<file path="src/rtl/sar_tune_pkg.sv">
package sar_tune_pkg;

    typedef enum logic [2:0] {
        ST_IDLE,
        ST_TRIAL,
        ST_REQ,
        ST_WAIT,
        ST_EVAL,
        ST_STORE,
        ST_DONE,
        ST_FAULT
    } tune_state_e;

endpackage

</file>
<file path="src/rtl/sar_tune_table.sv">
module sar_tune_table #(
    parameter int OCT_N     = 9,
    parameter int OCT_W     = 4,
    parameter int CNT_W     = 16,
    parameter int CYC_W     = 9,
    parameter int REF_COUNT = 20000
) (
    input  logic [OCT_W-1:0] oct,
    output logic [CNT_W-1:0] ref_count,
    output logic [CYC_W-1:0] cycle_count
);

    logic [CNT_W-1:0] ref_tab [OCT_N];
    logic [CYC_W-1:0] cyc_tab [OCT_N];

    // one row per octave: same target, doubled cycle count
    for (genvar g = 0; g < OCT_N; g++) begin : g_row
        assign ref_tab[g] = CNT_W'(REF_COUNT);
        assign cyc_tab[g] = CYC_W'(1) << g;
    end

    always_comb begin
        ref_count   = '0;
        cycle_count = '0;
        for (int i = 0; i < OCT_N; i++) begin
            if (oct == OCT_W'(i)) begin
                ref_count   = ref_tab[i];
                cycle_count = cyc_tab[i];
            end
        end
    end

endmodule

</file>
<file path="src/rtl/sar_tune_bitreg.sv">
module sar_tune_bitreg #(
    parameter int DAC_W = 14,
    parameter int IDX_W = 4
) (
    input  logic             clk,
    input  logic             rst_n,
    input  logic             clear,
    input  logic             apply,
    input  logic             evaluate,
    input  logic             keep,
    input  logic             restore,
    output logic [DAC_W-1:0] code_o,
    output logic [DAC_W-1:0] kept_o,
    output logic             last_bit_o
);

    localparam logic [IDX_W-1:0] TOP_IDX = IDX_W'(DAC_W - 1);

    logic [DAC_W-1:0] code_q;
    logic [DAC_W-1:0] kept_q;
    logic [IDX_W-1:0] idx_q;

    always_ff @(posedge clk or negedge rst_n) begin
        if (!rst_n) begin
            code_q <= '0;
            kept_q <= '0;
            idx_q  <= TOP_IDX;
        end else begin
            if (clear) begin
                kept_q <= '0;
                idx_q  <= TOP_IDX;
            end else if (evaluate) begin
                if (keep) begin
                    kept_q <= code_q;
                end
                if (idx_q != '0) begin
                    idx_q <= idx_q - IDX_W'(1);
                end
            end
            if (apply) begin
                code_q <= kept_q | (DAC_W'(1) << idx_q);
            end else if (restore) begin
                code_q <= kept_q;
            end
        end
    end

    assign code_o     = code_q;
    assign kept_o     = kept_q;
    assign last_bit_o = (idx_q == '0);

    // the first trial of a search carries the MSB alone
    p_msb_first_r1: assert property (@(posedge clk) disable iff (!rst_n)
        (apply && idx_q == TOP_IDX) |=> code_q == (DAC_W'(1) << (DAC_W - 1)));

    // an overshooting trial leaves the kept bits untouched
    p_drop_overshoot_r2: assert property (@(posedge clk) disable iff (!rst_n)
        (evaluate && !keep && !clear) |=> kept_q == $past(kept_q));

    // a passing trial becomes the kept code
    p_keep_pass_r2: assert property (@(posedge clk) disable iff (!rst_n)
        (evaluate && keep && !clear) |=> kept_q == $past(code_q));

endmodule

</file>
<file path="src/rtl/sar_tune_store.sv">
module sar_tune_store #(
    parameter int OCT_N      = 9,
    parameter int OCT_W      = 4,
    parameter int DAC_W      = 14,
    parameter int IDEAL_BASE = 1024,
    parameter int IDEAL_STEP = 1638
) (
    input  logic             clk,
    input  logic             rst_n,
    input  logic             wr_en,
    input  logic [OCT_W-1:0] wr_oct,
    input  logic [DAC_W-1:0] wr_code,
    input  logic [OCT_W-1:0] rd_oct,
    output logic [DAC_W-1:0] rd_code,
    output logic [DAC_W:0]   rd_bias
);

    logic [DAC_W-1:0] slot_q    [OCT_N];
    logic [DAC_W-1:0] ideal_tab [OCT_N];
    logic [DAC_W-1:0] ideal_rd;

    for (genvar g = 0; g < OCT_N; g++) begin : g_ideal
        assign ideal_tab[g] = DAC_W'(IDEAL_BASE + g * IDEAL_STEP);
    end

    always_ff @(posedge clk or negedge rst_n) begin
        if (!rst_n) begin
            for (int i = 0; i < OCT_N; i++) begin
                slot_q[i] <= '0;
            end
        end else if (wr_en) begin
            for (int i = 0; i < OCT_N; i++) begin
                if (wr_oct == OCT_W'(i)) begin
                    slot_q[i] <= wr_code;
                end
            end
        end
    end

    always_comb begin
        rd_code  = '0;
        ideal_rd = '0;
        for (int i = 0; i < OCT_N; i++) begin
            if (rd_oct == OCT_W'(i)) begin
                rd_code  = slot_q[i];
                ideal_rd = ideal_tab[i];
            end
        end
    end

    assign rd_bias = $signed({1'b0, rd_code}) - $signed({1'b0, ideal_rd});

endmodule

</file>
<file path="src/rtl/sar_tune_ctrl.sv">
module sar_tune_ctrl
    import sar_tune_pkg::*;
#(
    parameter int DAC_W      = 14,
    parameter int CNT_W      = 16,
    parameter int OCT_N      = 9,
    parameter int REF_COUNT  = 20000,
    parameter int IDEAL_BASE = 1024,
    parameter int IDEAL_STEP = 1638,
    parameter int OCT_W      = $clog2(OCT_N),
    parameter int CYC_W      = OCT_N
) (
    input  logic             clk,
    input  logic             rst_n,
    input  logic             start,
    input  logic             sweep,
    input  logic [OCT_W-1:0] octave_sel,
    output logic             meas_start,
    output logic [CYC_W-1:0] cycle_count,
    input  logic             meas_done,
    input  logic [CNT_W-1:0] meas_count,
    input  logic             meas_timeout,
    output logic [DAC_W-1:0] dac_code,
    output logic             busy,
    output logic             done,
    output logic             error,
    input  logic [OCT_W-1:0] rd_octave,
    output logic [DAC_W-1:0] rd_code,
    output logic [DAC_W:0]   rd_bias
);

    localparam int               IDX_W   = $clog2(DAC_W);
    localparam logic [OCT_W-1:0] OCT_MAX = OCT_W'(OCT_N - 1);

    tune_state_e      state_q, state_d;
    logic [OCT_W-1:0] cur_oct_q, last_oct_q, sel_clamped;
    logic [CNT_W-1:0] cnt_q, ref_count;
    logic [DAC_W-1:0] kept_code;
    logic             last_bit, final_oct, accept_start;
    logic             do_clear, do_apply, do_eval, do_keep, do_restore, do_wr, do_latch;

    assign sel_clamped = (octave_sel > OCT_MAX) ? OCT_MAX : octave_sel;
    assign final_oct   = (cur_oct_q == last_oct_q);

    sar_tune_table #(
        .OCT_N(OCT_N), .OCT_W(OCT_W), .CNT_W(CNT_W),
        .CYC_W(CYC_W), .REF_COUNT(REF_COUNT)
    ) u_table (
        .oct         (cur_oct_q),
        .ref_count   (ref_count),
        .cycle_count (cycle_count)
    );

    sar_tune_bitreg #(
        .DAC_W(DAC_W), .IDX_W(IDX_W)
    ) u_bits (
        .clk        (clk),
        .rst_n      (rst_n),
        .clear      (do_clear),
        .apply      (do_apply),
        .evaluate   (do_eval),
        .keep       (do_keep),
        .restore    (do_restore),
        .code_o     (dac_code),
        .kept_o     (kept_code),
        .last_bit_o (last_bit)
    );

    sar_tune_store #(
        .OCT_N(OCT_N), .OCT_W(OCT_W), .DAC_W(DAC_W),
        .IDEAL_BASE(IDEAL_BASE), .IDEAL_STEP(IDEAL_STEP)
    ) u_store (
        .clk     (clk),
        .rst_n   (rst_n),
        .wr_en   (do_wr),
        .wr_oct  (cur_oct_q),
        .wr_code (kept_code),
        .rd_oct  (rd_octave),
        .rd_code (rd_code),
        .rd_bias (rd_bias)
    );

    // next state
    always_comb begin
        state_d = state_q;
        unique case (state_q)
            ST_IDLE, ST_DONE, ST_FAULT: if (start) state_d = ST_TRIAL;
            ST_TRIAL: state_d = ST_REQ;
            ST_REQ:   state_d = ST_WAIT;
            ST_WAIT: begin
                if (meas_timeout)   state_d = ST_FAULT;
                else if (meas_done) state_d = ST_EVAL;
            end
            ST_EVAL:  state_d = last_bit ? ST_STORE : ST_TRIAL;
            ST_STORE: state_d = final_oct ? ST_DONE : ST_TRIAL;
            default:  state_d = ST_IDLE;
        endcase
    end

    // state register and run bookkeeping
    always_ff @(posedge clk or negedge rst_n) begin
        if (!rst_n) begin
            state_q    <= ST_IDLE;
            cur_oct_q  <= '0;
            last_oct_q <= '0;
            cnt_q      <= '0;
        end else begin
            state_q <= state_d;
            if (accept_start) begin
                cur_oct_q  <= sweep ? '0 : sel_clamped;
                last_oct_q <= sweep ? OCT_MAX : sel_clamped;
            end else if (state_q == ST_STORE && !final_oct) begin
                cur_oct_q <= cur_oct_q + OCT_W'(1);
            end
            if (do_latch) begin
                cnt_q <= meas_count;
            end
        end
    end

    // outputs and strobes
    always_comb begin
        accept_start = 1'b0;
        meas_start   = 1'b0;
        busy         = 1'b1;
        done         = 1'b0;
        error        = 1'b0;
        do_apply     = 1'b0;
        do_eval      = 1'b0;
        do_restore   = 1'b0;
        do_wr        = 1'b0;
        do_latch     = 1'b0;
        do_keep      = (cnt_q >= ref_count);
        unique case (state_q)
            ST_IDLE: begin
                busy         = 1'b0;
                accept_start = start;
            end
            ST_DONE: begin
                busy         = 1'b0;
                done         = 1'b1;
                accept_start = start;
            end
            ST_FAULT: begin
                busy         = 1'b0;
                error        = 1'b1;
                accept_start = start;
            end
            ST_TRIAL: do_apply   = 1'b1;
            ST_REQ:   meas_start = 1'b1;
            ST_WAIT: begin
                do_restore = meas_timeout;
                do_latch   = meas_done && !meas_timeout;
            end
            ST_EVAL: do_eval = 1'b1;
            ST_STORE: begin
                do_wr      = 1'b1;
                do_restore = 1'b1;
            end
            default: busy = 1'b0;
        endcase
        do_clear = accept_start || (state_q == ST_STORE && !final_oct);
    end

    // one-cycle request pulse
    p_req_pulse_r4: assert property (@(posedge clk) disable iff (!rst_n)
        meas_start |=> !meas_start);

    // cycle count matches the octave under test
    p_cycles_r3: assert property (@(posedge clk) disable iff (!rst_n)
        meas_start |-> cycle_count == (CYC_W'(1) << cur_oct_q));

    // finished and busy never together
    p_done_busy_r5: assert property (@(posedge clk) disable iff (!rst_n)
        !(done && busy));

    // the code stays put while parked in error
    p_hold_fault_r8: assert property (@(posedge clk) disable iff (!rst_n)
        (state_q == ST_FAULT) |=> $stable(dac_code));

    // a start seen while busy does not reload the octave
    p_ignore_start_r9: assert property (@(posedge clk) disable iff (!rst_n)
        (busy && state_q != ST_STORE) |=> $stable(cur_oct_q));

endmodule

</file>
<file path="config.mk">
export PLATFORM = sky130hd
export DESIGN_NAME = sar_tune_ctrl
export DESIGN_NICKNAME = d
export VERILOG_FILES = /design/src/rtl/sar_tune_pkg.sv /design/src/rtl/sar_tune_table.sv /design/src/rtl/sar_tune_bitreg.sv /design/src/rtl/sar_tune_store.sv /design/src/rtl/sar_tune_ctrl.sv
export SDC_FILE = /design/constraint.sdc
export NUM_CORES = 1
export LEC_CHECK = 0
export BUFFER_PORTS_ARGS = -buffer_cell sky130_fd_sc_hd__buf_2
export CAP_MARGIN = 20
export CORE_MARGIN = 2
export CORE_UTILIZATION = 60
export CTS_CLUSTER_SIZE = 28
export DETAILED_ROUTE_END_ITERATION = 16
export GPL_TIMING_DRIVEN = 0
export PLACE_DENSITY_LB_ADDON = 0.1
export SKIP_LAST_GASP = 1
export SYNTH_ARGS = -nofsm -noshare
export SYNTH_HDL_FRONTEND = slang
export SYNTH_SLANG_ARGS = --single-unit
</file>
<file path="constraint.sdc">
create_clock -name clk -period 4.9 [get_ports clk]
set_clock_uncertainty 0.2 [all_clocks]
set_input_delay 0.49 -clock clk [delete_from_list [all_inputs] [get_ports clk]]
set_output_delay 0.49 -clock clk [all_outputs]
set_load 0.01 [all_outputs]
</file>
==> results.py <==
metrics = {
    "clocking": {
        "clk_pin_slew_ps": 70,
        "cts_root_buf": "clkbuf_16",
        "htreeDepth": 4,
        "tritoncts": "yes",
        "clockBufferDepth": 2,
        "cts_setup_buffers": 0,
        "numCtsBuffers": 17,
        "cts_sinks": 185,
        "clk_latency_ps": 430,
    },
    "pwr": {
        "power.density_mw_per_mm2": 485.0,
        "leakage_nw": 5.416,
        "finalPower_mw": 5.284,
        "peakVddDrop_v": 0.0003294,
    },
    "detailed_routing": {
        "wl_per_cell_microns": 19.58,
        "drtIter0Drc": 383,
        "viasPerCell": 5.924,
        "final_antenna_net_count": 0,
        "drc": 0,
        "dr.pass1.iters": 5,
        "dr_total_vias": 6848,
        "wl_microns": 22640,
    },
    "placed_design": {
        "placed_cells": 1124,
        "dp_slack_ps": 250.0,
        "dpl.hpwl_microns": 16580,
        "gp_congestion": 0.8743,
        "port_buffers": 83,
    },
    "critical_path": {
        "worstPathRequired_ps": 4210,
        "reg2regPathDepth": 12,
        "worst-path-max-fanout": 10,
        "r2r_start": "cur_oct_q[0]",
        "slowest_delay_ps": 400,
        "arrival_ps": 3910,
        "cpMaxStageDelayCell": "fa_1",
        "crit_family": "compound AO/OA/AOI/OAI gates",
        "critPathBufInv": 5,
        "startpoint_type": "input port",
        "crit_path_frequent_cell": "buf_2",
        "crit_path_end_kind": "output pin",
        "path_class": "input port to output pin",
        "crit_start": "rd_octave[1]",
        "crit_path_cell_trace": "buf_2, buf_2, buf_2, mux4_2, nand2_1, a21oi_1, a221oi_1, ha_1, inv_1, fa_1, a21o_1, nand3_1, a31oi_1, o41ai_1, xnor2_1, buf_2",
        "crit_cells": 16,
    },
    "synth": {
        "yosys_warnings": 0,
        "syn_inst": 824,
        "async_reset_ff_share_pct": 100.0,
        "synth_nets": 882,
        "synth_seq_cells": 185,
        "ys.flop_type": "dfrtp_1",
        "synth_edf_count": 0,
        "synth_cell_types": 66,
        "netlist_area_sq_mm": 0.009614,
        "ys_seq_area_share_pct": 48.19,
        "synth.avg_cell_area_sq_um": 11.67,
    },
    "floorplanning": {
        "chipHeight_microns": 130.6,
        "die_x_microns": 130.6,
        "fp.coreArea_sq_mm": 0.01577,
        "die-area_sq_mm": 0.01705,
        "rows": 46,
        "ios": 86,
        "initial_core_util_pct": 60.96,
    },
    "cells_and_area": {
        "instances_no_fill": 1156,
        "num-fill-cells": 1169,
        "final_layout_size_suffix_gt1_share_pct": 29.68,
        "nNetsFinal": 985,
        "areaGrowthSynthToFinish_pct": 13.33,
        "fin_util_pct": 69.09,
        "antenna_cells": 0,
    },
    "global_route": {
        "grt_first_pass_wirelength_microns": 36170,
        "grt.total_usage_pct": 27.90,
        "grt_pass1_vias": 6920,
        "grt_overflow_total": 0,
        "grt_max_degree": 115,
        "antenna_found_initial": 0,
    },
    "timing": {
        "final-hold-violation-count": 0,
        "timing.final.crit_share_pct": 93.93,
        "drv_slew": 0,
        "slew_headroom_pct": 56.02,
        "fin_crit_ps": 4602,
        "rsz0062_at_grt": "false",
        "timing.setup.tns_ps": 0,
        "setup_viol": 0,
        "max_freq_mhz": 217.3,
        "setup_ws_ps": 297.5,
        "worst_slew_pin_slew_ps": 659.6,
    },
    "status": {
        "status": "completed",
    },
    "hold_path": {
        "min_from": "meas_count[9]",
        "worstHoldPathCells": 2,
        "hold_path_class": "input port to flop",
    },
    "run": {
        "drv_cap": 0,
    },
}
==> area by class of cell <==
| type | count | area, sq um | area share (%) |
|---|---|---|---|
| clock inverters | 10 | 95.09 | 0.8728 |
| clock buffers | 22 | 454.2 | 4.169 |
| multi-input cells | 550 | 4587 | 42.10 |
| well taps | 216 | 270.3 | 2.480 |
| repair buffers | 85 | 462.9 | 4.249 |
| flip-flops and latches | 185 | 4633 | 42.52 |
| plain buffers | 54 | 265.3 | 2.435 |
| inverters | 34 | 127.6 | 1.171 |
==> registers in the layout, summed over array words and instances, names as in the netlist <==
register        flops
u_bits.idx_q        4
state_q             3
cur_oct_q           4
cnt_q              16
u_bits.kept_o      14
u_bits.code_o      14
u_store.slot_q    126
last_oct_q          4
==> stage by stage <==
step	cell area, sq um	hold WS [ps]
final	10900	67.70
after global routing	10900	70.82
after CTS	10900	64.75
after detailed placement	10340	275.6
after global placement	10300	268.2
after floorplan	9614	-5.591
==> timing repair <==
item	4_1_cts	5_1_grt
setup endpoints to repair	0	2
hold buffers	1	0
endpoints found under the hold margin	68	0
resized for setup	0	1
==> cell usage in the layout, fill, tap and decap left out, types with 8 or more instances in the layout <==
cell	n
mux2_1	44
a21oi_1	51
clkbuf_16	17
xnor2_1	18
nand2b_1	14
clkbuf_1	28
o221ai_1	8
nor2_1	43
buf_2	102
buf_4	8
a211oi_1	14
o21ai_0	18
nor2b_1	10
mux4_2	13
nor3_1	10
ha_1	27
nand2_1	50
inv_1	30
mux2_2	104
mux2i_1	21
dfrtp_1	182
==> where the power goes <==
| group | switching [mW] | internal (mW) | total, mW |
|---|---|---|---|
| Sequential | 0.257 | 1.91 | 2.17 |
| Clock | 0.572 | 0.716 | 1.29 |
| Combinational | 1.05 | 0.778 | 1.83 |
==> Yosys cell counts (all sizes together) (3+ instances only) <==
library cell / count / share of area, %
a41oi: 3 / 0.35
ha: 27 / 3.5
nand3: 5 / 0.26
and2: 3 / 0.20
mux2i: 21 / 2.2
and3: 5 / 0.33
a22oi: 3 / 0.23
clkbuf: 24 / 0.94
nor3b: 3 / 0.29
a21o: 6 / 0.47
xnor2: 18 / 1.6
o21ai: 22 / 1.1
a221o: 5 / 0.52
mux4: 13 / 3.0
nor3: 12 / 0.73
nand2: 54 / 2.2
a31oi: 5 / 0.33
o41ai: 4 / 0.56
nor2b: 11 / 0.72
dfstp: 3 / 0.82
a22o: 7 / 0.64
nor2: 44 / 1.7
a2bb2oi: 3 / 0.27
inv: 33 / 1.3
mux2: 148 / 17
buf: 31 / 1.9
nand2b: 14 / 0.91
o221ai: 8 / 0.73
o22ai: 3 / 0.20
o21a: 6 / 0.47
a211oi: 14 / 1.1
dfrtp: 182 / 47
nor4: 4 / 0.33
a21oi: 51 / 2.7
a211o: 3 / 0.27
nand3b: 3 / 0.23
==> cell families (layout without fill, tap and decap cells) <==
| kind of cell | after synthesis | after routing | synth area share [%] |
|---|---|---|---|
| AND/OR/NAND/NOR | 164 | 164 | 8.446 |
| buffers and inverters | 89 | 205 | 4.126 |
| flip-flops | 185 | 185 | 48.19 |
| multiplexers | 182 | 182 | 22.57 |
| adder cells (fa/ha/maj) | 28 | 28 | 3.722 |
| XOR/XNOR | 20 | 20 | 1.822 |
| AO/OA/AOI/OAI | 156 | 156 | 11.13 |
==> path summary, 6_finish.rpt <==
check	endpoint	slack (ps)
max in group asynchronous	u_store.slot_q[29]	3190
setup reg to reg	u_bits.kept_o[10]	1100
hold / removal	cnt_q[9]	70
min in group asynchronous	cnt_q[13]	390
hold reg to reg	u_store.slot_q[76]	290
setup / recovery	rd_bias[11]	300
==> per-layer routing <==
| layer | share of wire, % | GRT usage (%) |
|---|---|---|
| met1 | 44 | 36.70 |
| met2 | 49 | 47.09 |
| met3 | 5.0 | 5.660 |
| met4 | 2.0 | 8.761 |
| met5 | 0 | 0 |
(Power assumes the default switching activity.)
